==> config.mk <==
export PLATFORM = sky130hd
export DESIGN_NAME = btb_predictor
export DESIGN_NICKNAME = d
export VERILOG_FILES = /design/src/rtl/btb_pkg.sv /design/src/rtl/btb_store.sv /design/src/rtl/btb_tag_cmp.sv /design/src/rtl/btb_lru.sv /design/src/rtl/btb_predictor.sv
export SDC_FILE = /design/constraint.sdc
export NUM_CORES = 2
export LEC_CHECK = 0
export BUFFER_PORTS_ARGS = -buffer_cell sky130_fd_sc_hd__buf_2
export CAP_MARGIN = 10
export CORE_MARGIN = 8
export CORE_UTILIZATION = 57
export CTS_CLUSTER_SIZE = 30
export DETAILED_ROUTE_END_ITERATION = 6
export GPL_ROUTABILITY_DRIVEN = 0
export HOLD_SLACK_MARGIN = 0.06
export MAX_ROUTING_LAYER = met4
export PLACE_DENSITY = 0.79
export SYNTH_ARGS = -nofsm -noshare
export SYNTH_HDL_FRONTEND = slang
export SYNTH_SLANG_ARGS = --single-unit
==> constraint.sdc <==
create_clock -name clk -period 8.4 [get_ports clk]
set_input_delay 0.42 -clock clk [delete_from_list [all_inputs] [get_ports clk]]
set_output_delay 0.42 -clock clk [all_outputs]
set_load 0.05 [all_outputs]
==> src/rtl/btb_pkg.sv <==
package btb_pkg;
  localparam int NUM_WAYS = 2;
  typedef logic way_t;
endpackage

==> src/rtl/btb_store.sv <==
module btb_store
  import btb_pkg::*;
#(
  parameter int PC_W  = 32,
  parameter int SETS  = 16,
  parameter int IDX_W = $clog2(SETS)
) (
  input  logic                              clk,
  input  logic                              rst_n,
  input  logic [IDX_W-1:0]                  rd_idx,
  input  logic [IDX_W-1:0]                  ua_idx,
  input  logic                              wr_en,
  input  logic [IDX_W-1:0]                  wr_idx,
  input  way_t                              wr_way,
  input  logic [PC_W-1:0]                   wr_tag,
  input  logic [PC_W-1:0]                   wr_tgt,
  output logic [NUM_WAYS-1:0]               rd_valid,
  output logic [NUM_WAYS-1:0][PC_W-1:0]     rd_tag,
  output logic [NUM_WAYS-1:0][PC_W-1:0]     rd_tgt,
  output logic [NUM_WAYS-1:0]               ua_valid,
  output logic [NUM_WAYS-1:0][PC_W-1:0]     ua_tag
);
  logic [SETS-1:0][NUM_WAYS-1:0] valid_q;
  logic [PC_W-1:0] tag_q [SETS][NUM_WAYS];
  logic [PC_W-1:0] tgt_q [SETS][NUM_WAYS];

  always_ff @(posedge clk) begin
    if (!rst_n) begin
      valid_q <= '0;
    end else if (wr_en) begin
      valid_q[wr_idx][wr_way] <= 1'b1;
    end
  end

  always_ff @(posedge clk) begin
    if (wr_en) begin
      tag_q[wr_idx][wr_way] <= wr_tag;
      tgt_q[wr_idx][wr_way] <= wr_tgt;
    end
  end

  for (genvar w = 0; w < NUM_WAYS; w++) begin : g_port
    assign rd_valid[w] = valid_q[rd_idx][w];
    assign rd_tag[w]   = tag_q[rd_idx][w];
    assign rd_tgt[w]   = tgt_q[rd_idx][w];
    assign ua_valid[w] = valid_q[ua_idx][w];
    assign ua_tag[w]   = tag_q[ua_idx][w];
  end


  valid_only_on_write_chk: assert property (@(posedge clk) disable iff (!rst_n)
    !wr_en |=> $stable(valid_q));
endmodule

==> src/rtl/btb_tag_cmp.sv <==
module btb_tag_cmp
  import btb_pkg::*;
#(
  parameter int PC_W = 32
) (
  input  logic                          clk,
  input  logic                          rst_n,
  input  logic [NUM_WAYS-1:0]           valid,
  input  logic [NUM_WAYS-1:0][PC_W-1:0] tags,
  input  logic [PC_W-1:0]               pc,
  output logic                          hit_o,
  output way_t                          way_o
);
  logic [NUM_WAYS-1:0] match;

  for (genvar w = 0; w < NUM_WAYS; w++) begin : g_cmp
    assign match[w] = valid[w] && (tags[w] == pc);
  end

  assign hit_o = |match;
  assign way_o = match[1];


  single_copy_chk: assert property (@(posedge clk) disable iff (!rst_n)
    $onehot0(match));
endmodule

==> src/rtl/btb_lru.sv <==
module btb_lru
  import btb_pkg::*;
#(
  parameter int SETS  = 16,
  parameter int IDX_W = $clog2(SETS)
) (
  input  logic                clk,
  input  logic                rst_n,
  input  logic                touch_en,
  input  logic [IDX_W-1:0]    touch_idx,
  input  way_t                touch_way,
  input  logic                upd_en,
  input  logic [IDX_W-1:0]    upd_idx,
  input  logic                upd_hit,
  input  way_t                upd_hit_way,
  input  logic [NUM_WAYS-1:0] set_valid,
  output way_t                pick_way
);
  // one bit per set: the way to replace next
  logic [SETS-1:0] victim_q;

  always_comb begin
    if (upd_hit)           pick_way = upd_hit_way;
    else if (!set_valid[0]) pick_way = 1'b0;
    else if (!set_valid[1]) pick_way = 1'b1;
    else                   pick_way = victim_q[upd_idx];
  end

  always_ff @(posedge clk) begin
    if (!rst_n) begin
      victim_q <= '0;
    end else begin
      if (touch_en) victim_q[touch_idx] <= ~touch_way;
      if (upd_en)   victim_q[upd_idx]   <= ~pick_way;
    end
  end


  free_way_first_chk: assert property (@(posedge clk) disable iff (!rst_n)
    (upd_en && !upd_hit && !(&set_valid)) |-> !set_valid[pick_way]);
endmodule

==> src/rtl/btb_predictor.sv <==
module btb_predictor
  import btb_pkg::*;
#(
  parameter int PC_W = 32,
  parameter int SETS = 16
) (
  input  logic            clk,
  input  logic            rst_n,
  input  logic [PC_W-1:0] fetch_pc,
  input  logic            dir_taken,
  input  logic            upd_valid,
  input  logic [PC_W-1:0] upd_pc,
  input  logic [PC_W-1:0] upd_target,
  input  logic            upd_is_branch,
  output logic [PC_W-1:0] next_pc,
  output logic            hit,
  output logic            hit_way
);
  localparam int IDX_W = $clog2(SETS);
  localparam int LO    = 2;

  function automatic logic [PC_W-1:0] seq_pc(input logic [PC_W-1:0] p);
    return p + PC_W'(4);
  endfunction

  function automatic logic [IDX_W-1:0] set_of(input logic [PC_W-1:0] p);
    return p[IDX_W+LO-1:LO];
  endfunction

  logic [IDX_W-1:0]              f_idx, u_idx;
  logic [NUM_WAYS-1:0]           f_valid, u_valid;
  logic [NUM_WAYS-1:0][PC_W-1:0] f_tag, f_tgt, u_tag;
  logic                          f_hit, u_hit;
  way_t                          f_way, u_way, pick_way;
  logic                          wr_en;

  assign f_idx = set_of(fetch_pc);
  assign u_idx = set_of(upd_pc);
  assign wr_en = upd_valid && upd_is_branch;

  btb_store #(.PC_W(PC_W), .SETS(SETS), .IDX_W(IDX_W)) u_store (
    .clk(clk), .rst_n(rst_n),
    .rd_idx(f_idx), .ua_idx(u_idx),
    .wr_en(wr_en), .wr_idx(u_idx), .wr_way(pick_way),
    .wr_tag(upd_pc), .wr_tgt(upd_target),
    .rd_valid(f_valid), .rd_tag(f_tag), .rd_tgt(f_tgt),
    .ua_valid(u_valid), .ua_tag(u_tag)
  );

  btb_tag_cmp #(.PC_W(PC_W)) u_fetch_cmp (
    .clk(clk), .rst_n(rst_n),
    .valid(f_valid), .tags(f_tag), .pc(fetch_pc),
    .hit_o(f_hit), .way_o(f_way)
  );

  btb_tag_cmp #(.PC_W(PC_W)) u_upd_cmp (
    .clk(clk), .rst_n(rst_n),
    .valid(u_valid), .tags(u_tag), .pc(upd_pc),
    .hit_o(u_hit), .way_o(u_way)
  );

  btb_lru #(.SETS(SETS), .IDX_W(IDX_W)) u_lru (
    .clk(clk), .rst_n(rst_n),
    .touch_en(f_hit), .touch_idx(f_idx), .touch_way(f_way),
    .upd_en(wr_en), .upd_idx(u_idx),
    .upd_hit(u_hit), .upd_hit_way(u_way),
    .set_valid(u_valid), .pick_way(pick_way)
  );

  assign hit     = f_hit;
  assign hit_way = f_way;
  assign next_pc = (f_hit && dir_taken) ? f_tgt[f_way] : seq_pc(fetch_pc);


  full_tag_hit_chk: assert property (@(posedge clk) disable iff (!rst_n)
    hit |-> (f_tag[hit_way] == fetch_pc));


  write_visible_next_chk: assert property (@(posedge clk) disable iff (!rst_n)
    ($past(rst_n) && $past(wr_en) && fetch_pc == $past(upd_pc)) |-> hit);
endmodule

Word level (Yosys, flattened, before mapping)
Memories as Yosys holds them, arrays and structs flattened. Cells that the tools add are included.

Order comparisons: 9. Bitwise operators: 4. Add/sub/neg operators: 1. Mux-type cells: 29. Eq/ne operators: 4. Reductions and logical operators: 12.

Operators with widths (count): == test 32 bit (4); two-way mux 32 bit (4); two-way mux 64 bit (1); two-way mux 16 bit (3); adder 32 x 3 -> 32 bit, second input constant (1); bitwise mux 16 bit (2); demux 32 bit (select 1 bit) (1); OR 32 bit (1); binary-select mux 2 bit (select 4 bit) (2); logical AND 1 bit (10); < comparator 4 x 5 -> 1 bit, second input constant (2); demux 1 bit (select 4 bit) (2); demux 2 bit (select 4 bit) (1); greater-or-equal comparator 4 x 1 -> 1 bit, second input constant (2); two-way mux 1 bit (8); two-way mux 2 bit (3); binary-select mux 1 bit (select 4 bit) (1); < comparator 1 x 2 -> 1 bit, second input constant (2); OR reduction 2 bit (2); greater-or-equal comparator 2 bit, second input constant (1); < comparator 2 x 1 -> 1 bit, second input constant (1); NOT 1 bit (2); NOT 1 -> 2 bit (1); demux 1 bit (select 1 bit) (1); greater-or-equal comparator 1 bit, second input constant (1).

Register bits: 48. Bits in writable memories: 2048. Output and inout port bits: 34. Memories: 2. Word-level logic and storage cells: 78. Input bits: 101.

Memories: u_store.tag_q (depth 16, bits a word 64, rd ports 2, clocked after memory_dff 0, wr ports 1, RTL line btb_store.sv:24) `logic [PC_W-1:0] tag_q [SETS][NUM_WAYS];`; u_store.tgt_q (depth 16, bits a word 64, rd ports 1, clocked after memory_dff 0, wr ports 1, RTL line btb_store.sv:25) `logic [PC_W-1:0] tgt_q [SETS][NUM_WAYS];`.

Logic depth before layout (Yosys ltp)
Word-level depth: 12. Gate-level depth with buffers: 17. Mapped depth without buffers: 9.

By module
From an unflattened synthesis, not the netlist that was laid out.

Cell total of the unflattened synthesis: 4528. Area, all modules: 89971.3 µm².

By module, submodules not included: btb_store (cells an instance 4009, times used 1, seq. area each 62139.6 µm², area each 86027.5 µm²); btb_tag_cmp (cells an instance 88, times used 2, seq. area each 0.0 µm², area each 710.7 µm²); btb_predictor (cells an instance 203, times used 1, seq. area each 0.0 µm², area each 1277.5 µm²); btb_lru (cells an instance 140, times used 1, seq. area each 320.3 µm², area each 1244.9 µm²).

Least setup slack after synthesis
Ideal clock, no wire load.

Kind: in2reg. From: in upd_pc[3]. To: reg u_lru.victim_q[14]. Required time: 8.325 ns. Path buffers: 4. Stages: 12. Slack: 0.493 ns. Arrival time: 7.832 ns. Library setup time: 0.075 ns. Cells stage by stage: buf_2 buf_2 clkbuf_1 buf_2 mux4_2 a221oi_1 xor2_1 nand4_1 nor4_1 a31oi_2 nor3_1 a22o_1.

Word-level cells in the longest chain between the ends: 8. Elaborated cells between the ends (all ways): 21. Those cells by class: 2 x order compare; 2 x eq/ne; 11 x mux; 1 x bitwise; 4 x reduce/logical; 1 x memory.

RTL lines: from (decl) (RTL line btb_predictor.sv:12) `input logic [PC_W-1:0] upd_pc,`; memory read (16 x 64 bit), or another cell as far along; == test 32 bit, or another cell as far along (RTL line btb_tag_cmp.sv:17) `assign match[w] = valid[w] && (tags[w] == pc);`; logical AND 1 bit or two-way mux 1 bit (tied branches) (RTL line btb_tag_cmp.sv:17, btb_lru.sv:25); OR reduction 2 bit or two-way mux 1 bit (tied branches) (RTL line btb_tag_cmp.sv:20, btb_lru.sv:24); two-way mux 1 bit (RTL line btb_lru.sv:23) `if (upd_hit) pick_way = upd_hit_way;`; NOT 1 bit (RTL line btb_lru.sv:34) `if (upd_en) victim_q[upd_idx] <= ~pick_way;`; bitwise mux 16 bit (*) (RTL line btb_lru.sv:34); two-way mux 16 bit (*) (RTL line btb_lru.sv:34); to (signal, indexed assignment) (RTL line btb_lru.sv:33) `if (touch_en) victim_q[touch_idx] <= ~touch_way;`; to (signal, indexed assignment) (RTL line btb_lru.sv:34); to (decl) (RTL line btb_lru.sv:20) `logic [SETS-1:0] victim_q;`.

Every way passes the cells marked *; elsewhere a longest branch is shown, timed or not. The select of a mux whose other input is x is not followed. A chain may end at the register's enable or synchronous reset.

Final worst setup path
From: in fetch_pc[2]. To: out next_pc[23].

Word-level cells in the longest chain between the ends: 6. Elaborated cells between the ends (all ways): 14. Those cells by class: 1 x add/sub; 2 x eq/ne; 5 x mux; 4 x reduce/logical; 2 x memory.

RTL lines: from (decl) (RTL line btb_predictor.sv:9) `input logic [PC_W-1:0] fetch_pc,`; memory read (16 x 64 bit) or binary-select mux 2 bit (select 4 bit) (tied branches); == test 32 bit or two-way mux 2 bit (tied branches) (RTL line btb_tag_cmp.sv:17, btb_store.sv:43); logical AND 1 bit (RTL line btb_tag_cmp.sv:17); two-way mux 32 bit (implied by the code) or OR reduction 2 bit (tied branches) (RTL line btb_predictor.sv:72, btb_tag_cmp.sv:20); two-way mux 32 bit (implied by the code) or logical AND 1 bit (tied branches) (RTL line btb_predictor.sv:72) `assign next_pc = (f_hit && dir_taken) ? f_tgt[f_way] : seq_pc(fetch_pc);`; two-way mux 32 bit (*) (RTL line btb_predictor.sv:72); to (decl) (RTL line btb_predictor.sv:15) `output logic [PC_W-1:0] next_pc,`.

Marked as above.

==> results.json <==
{
  "p_leak_nw": 32.34,
  "pwr-share-comb_pct": 8.0,
  "clkPwrFrac_pct": 40.2,
  "vias": 55440,
  "r2r_slack_ns": 3.02,
  "post-route-min-period_ns": 7.445,
  "cp.arrival_ns": 7.03,
  "fmax_mhz": 134.3,
  "hpwl_um": 171500,
  "cts_root_buf": "clkbuf_16",
  "ctsResizeCount": 0,
  "final_cell_mix": "edfxtp_1, mux4_2, mux2i_1",
  "seqCellArea_um2": 62460,
  "worst_slew_pin_slew_ns": 1.390,
  "ys_seq_area_share_pct": 67.89,
  "cp-start-kind": "input port",
  "slew_violations": 0,
  "synth-edff-count": 2048,
  "wl_um": 303600,
  "yosys_register_bits": 2096,
  "firstDrtPassIters": 7,
  "power_density_nw_per_um2": 218.4,
  "overflow": 0,
  "async_flop_share_pct": 0,
  "end_kind": "output port",
  "synthDistinctLibCells": 89,
  "whs_ns": 0.1047,
  "p_seq_share_pct": 51.8,
  "cts_tree": "built",
  "synth_warnings": 0,
  "clock_latency_ns": 0.88,
  "postSynthAreaPerCell_um2": 19.69,
  "place_ws_ns": 1.299,
  "crit_type": "in -> out",
  "antenna_found_initial": 34,
  "placementRows": 147,
  "switchingPower_mw": 5.215,
  "core_area_um2": 160400,
  "whs_endpoint": "u_store.tag_q[14][27]$_DFFE_PP_",
  "setup_slack_ns": 0.9549,
  "finClkSkew_ns": 0.07980,
  "clk_pin_slew_worst_paths_ns": 0.06,
  "p_sw_share_pct": 23.37,
  "dieHeight_um": 417.8,
  "cts_buffer_depth": 3,
  "antenna_left": 0,
  "numCtsBuffers": 199,
  "die_w_um": 417.8,
  "ir_drop_mv": 0.3892,
  "port_buffers": 134,
  "setup_violations": 0,
  "drive_gt1_share_pct": 28.34,
  "grt_pass1_wl_um": 418100,
  "cp.required_ns": 7.98,
  "setup-tns-final_ns": 0,
  "multiInputGateArea_um2": 27790,
  "drv_cap": 0,
  "syn-instance-count": 4672,
  "holdPathStages": 1,
  "reg2reg_depth": 10,
  "worstPathMaxFanout": 53,
  "syn-num-nets": 4777,
  "synth_area_um2": 92010,
  "cts_max_level": 4,
  "violations": "design-rule violations",
  "grt_pass1_vias": 53830,
  "maxSlewHeadroom_pct": 6.977,
  "fin_nets": 4968,
  "route.detailed.drc": 51,
  "rsz0062_at_grt": "false",
  "final_common_cell": "edfxtp_1",
  "grt_max_degree": 94,
  "r2r-start": "u_store.tag_q[5][30]$_DFFE_PP_",
  "via_per_inst": 7.687,
  "grt_usage_pct": 35.21,
  "status": "finished with violations",
  "finalHoldViolations": 0,
  "min_from": "upd_pc[27]",
  "drtIter0Drc": 11770,
  "ys.flop_type": "edfxtp_1",
  "hold_path_class": "in -> reg",
  "wl_per_cell_um": 42.10,
  "die-area_um2": 174500,
  "io_pins": 135,
  "nFillCells": 10500,
  "areaGrowthSynthToFinish_pct": 11.04,
  "cts_sinks": 2096,
  "internal-power_mw": 17.10,
  "regToRegEndpoint": "u_store.tag_q[15][18]$_DFFE_PP_",
  "finalCritPeriodShare_pct": 88.63,
  "start_util_pct": 57.37
}
## through the flow
stage	std cells	instance area (um^2)	power, mW	util [%]
2_1_floorplan	4672	92010	12.79	-
3_3_place_gp	6787	95310	13.42	59.42
3_5_place_dp	6787	95310	13.45	59.42
4_1_cts	7181	102100	22.25	63.65
5_1_grt	7209	102200	22.71	63.70
6_report	7212	102200	22.32	63.70
## worst max path at each step
stage / startpoint / endpoint / slack (ns)
2_1_floorplan: upd_pc[3] / u_lru.victim_q[14]$_SDFF_PN0_ / 0.49
3_3_place_gp: fetch_pc[2] / next_pc[30] / 1.43
3_5_place_dp: fetch_pc[2] / next_pc[30] / 1.30
4_1_cts: fetch_pc[2] / next_pc[30] / 1.26
5_1_grt: fetch_pc[2] / next_pc[23] / 0.98
6_report: fetch_pc[2] / next_pc[23] / 0.95
## repair_timing
item,4_1_cts,5_1_grt
endpoints found under the hold margin,1032,0
hold buffers,34,0
buffers inserted,0,0
## Yosys cell counts (all sizes together) (7+ instances only)
master | count | area, um^2
nand2b | 12 | 75.07
nand4 | 24 | 150.1
edfxtp | 2048 | 61500
inv | 38 | 142.6
a22oi | 56 | 430.4
and2 | 11 | 68.82
a211oi | 13 | 97.59
o211ai | 10 | 75.07
nor2 | 79 | 301.5
o21ai | 42 | 210.2
o221ai | 39 | 341.6
dfxtp | 48 | 960.9
clkinv | 7 | 26.28
a31oi | 31 | 200.2
clkbuf | 120 | 450.4
mux2i | 262 | 2623
a31o | 17 | 148.9
a22o | 38 | 332.8
o2111ai | 7 | 61.31
o21a | 22 | 165.2
or3 | 12 | 80.08
mux2 | 41 | 461.7
nor2b | 32 | 200.2
xor2 | 40 | 350.3
nor3 | 53 | 377.9
buf | 200 | 1331
a2111oi | 9 | 97.59
mux4 | 743 | 16730
o31ai | 21 | 212.7
a221oi | 23 | 201.4
a21oi | 30 | 150.1
nor4 | 15 | 123.9
nand3 | 77 | 385.4
o22ai | 49 | 306.5
xnor2 | 121 | 1060
nand2 | 185 | 694.4
## layout make-up
class,instances,area share (%)
inverter,45,0.1739
antenna,30,0.07348
timing repair buffer,310,2.476
clock buffer,246,5.087
tap,2160,2.645
clock inverter,114,1.211
sequential,2096,61.14
multi-input combinational,2211,27.20
## metal layers
metal	GRT usage [%]	vias to the layer above	share of wire, %
li1	-	20170	-
met1	43.17	28100	32
met2	50.45	5775	45
met3	12.50	1392	16
met4	21.52	0	7.8
met5	-	-	0
## state kept, by name, indices dropped and copies added, names as in the netlist
name / flops
u_store.valid_q: 32
u_store.tag_q: 1024
u_lru.victim_q: 16
u_store.tgt_q: 1024
## logic make-up (layout without fill, tap and decap cells)
| group | after synthesis | in the layout | synth area share (%) |
|---|---|---|---|
| DFF | 2096 | 2096 | 67.89 |
| muxes | 1046 | 1046 | 21.54 |
| and+or+nand+nor | 539 | 539 | 3.020 |
| AOI/OAI and AO/OA | 461 | 461 | 3.848 |
| buffers and inverters | 365 | 715 | 2.120 |
| xor gates and xnor gates | 161 | 161 | 1.533 |
| adders and majority gates | 4 | 4 | 0.05440 |
| other | 0 | 30 | 0 |
## power by group through the flow
stage / sequential (mW) / clock [mW] / combinational [mW]
detailed placement: 11.8 / 0 / 1.67
finish: 11.6 / 8.97 / 1.78
floorplan: 11.8 / 0 / 1.01
global placement: 11.8 / 0 / 1.65
CTS: 11.6 / 8.99 / 1.70
global route: 11.6 / 9.36 / 1.79
## worst max-delay path, stage by stage
cell,delay [ns]
buf_8,0.52
buf_12,0.37
mux4_2,0.56
mux2i_1,0.43
xnor2_1,0.11
o41ai_1,0.85
o2111ai_1,0.21
nor4_1,0.31
and4_1,0.89
nand2_2,0.85
o221ai_1,0.87
buf_2,0.40
Note: power is estimated with default switching activity, not from simulation.
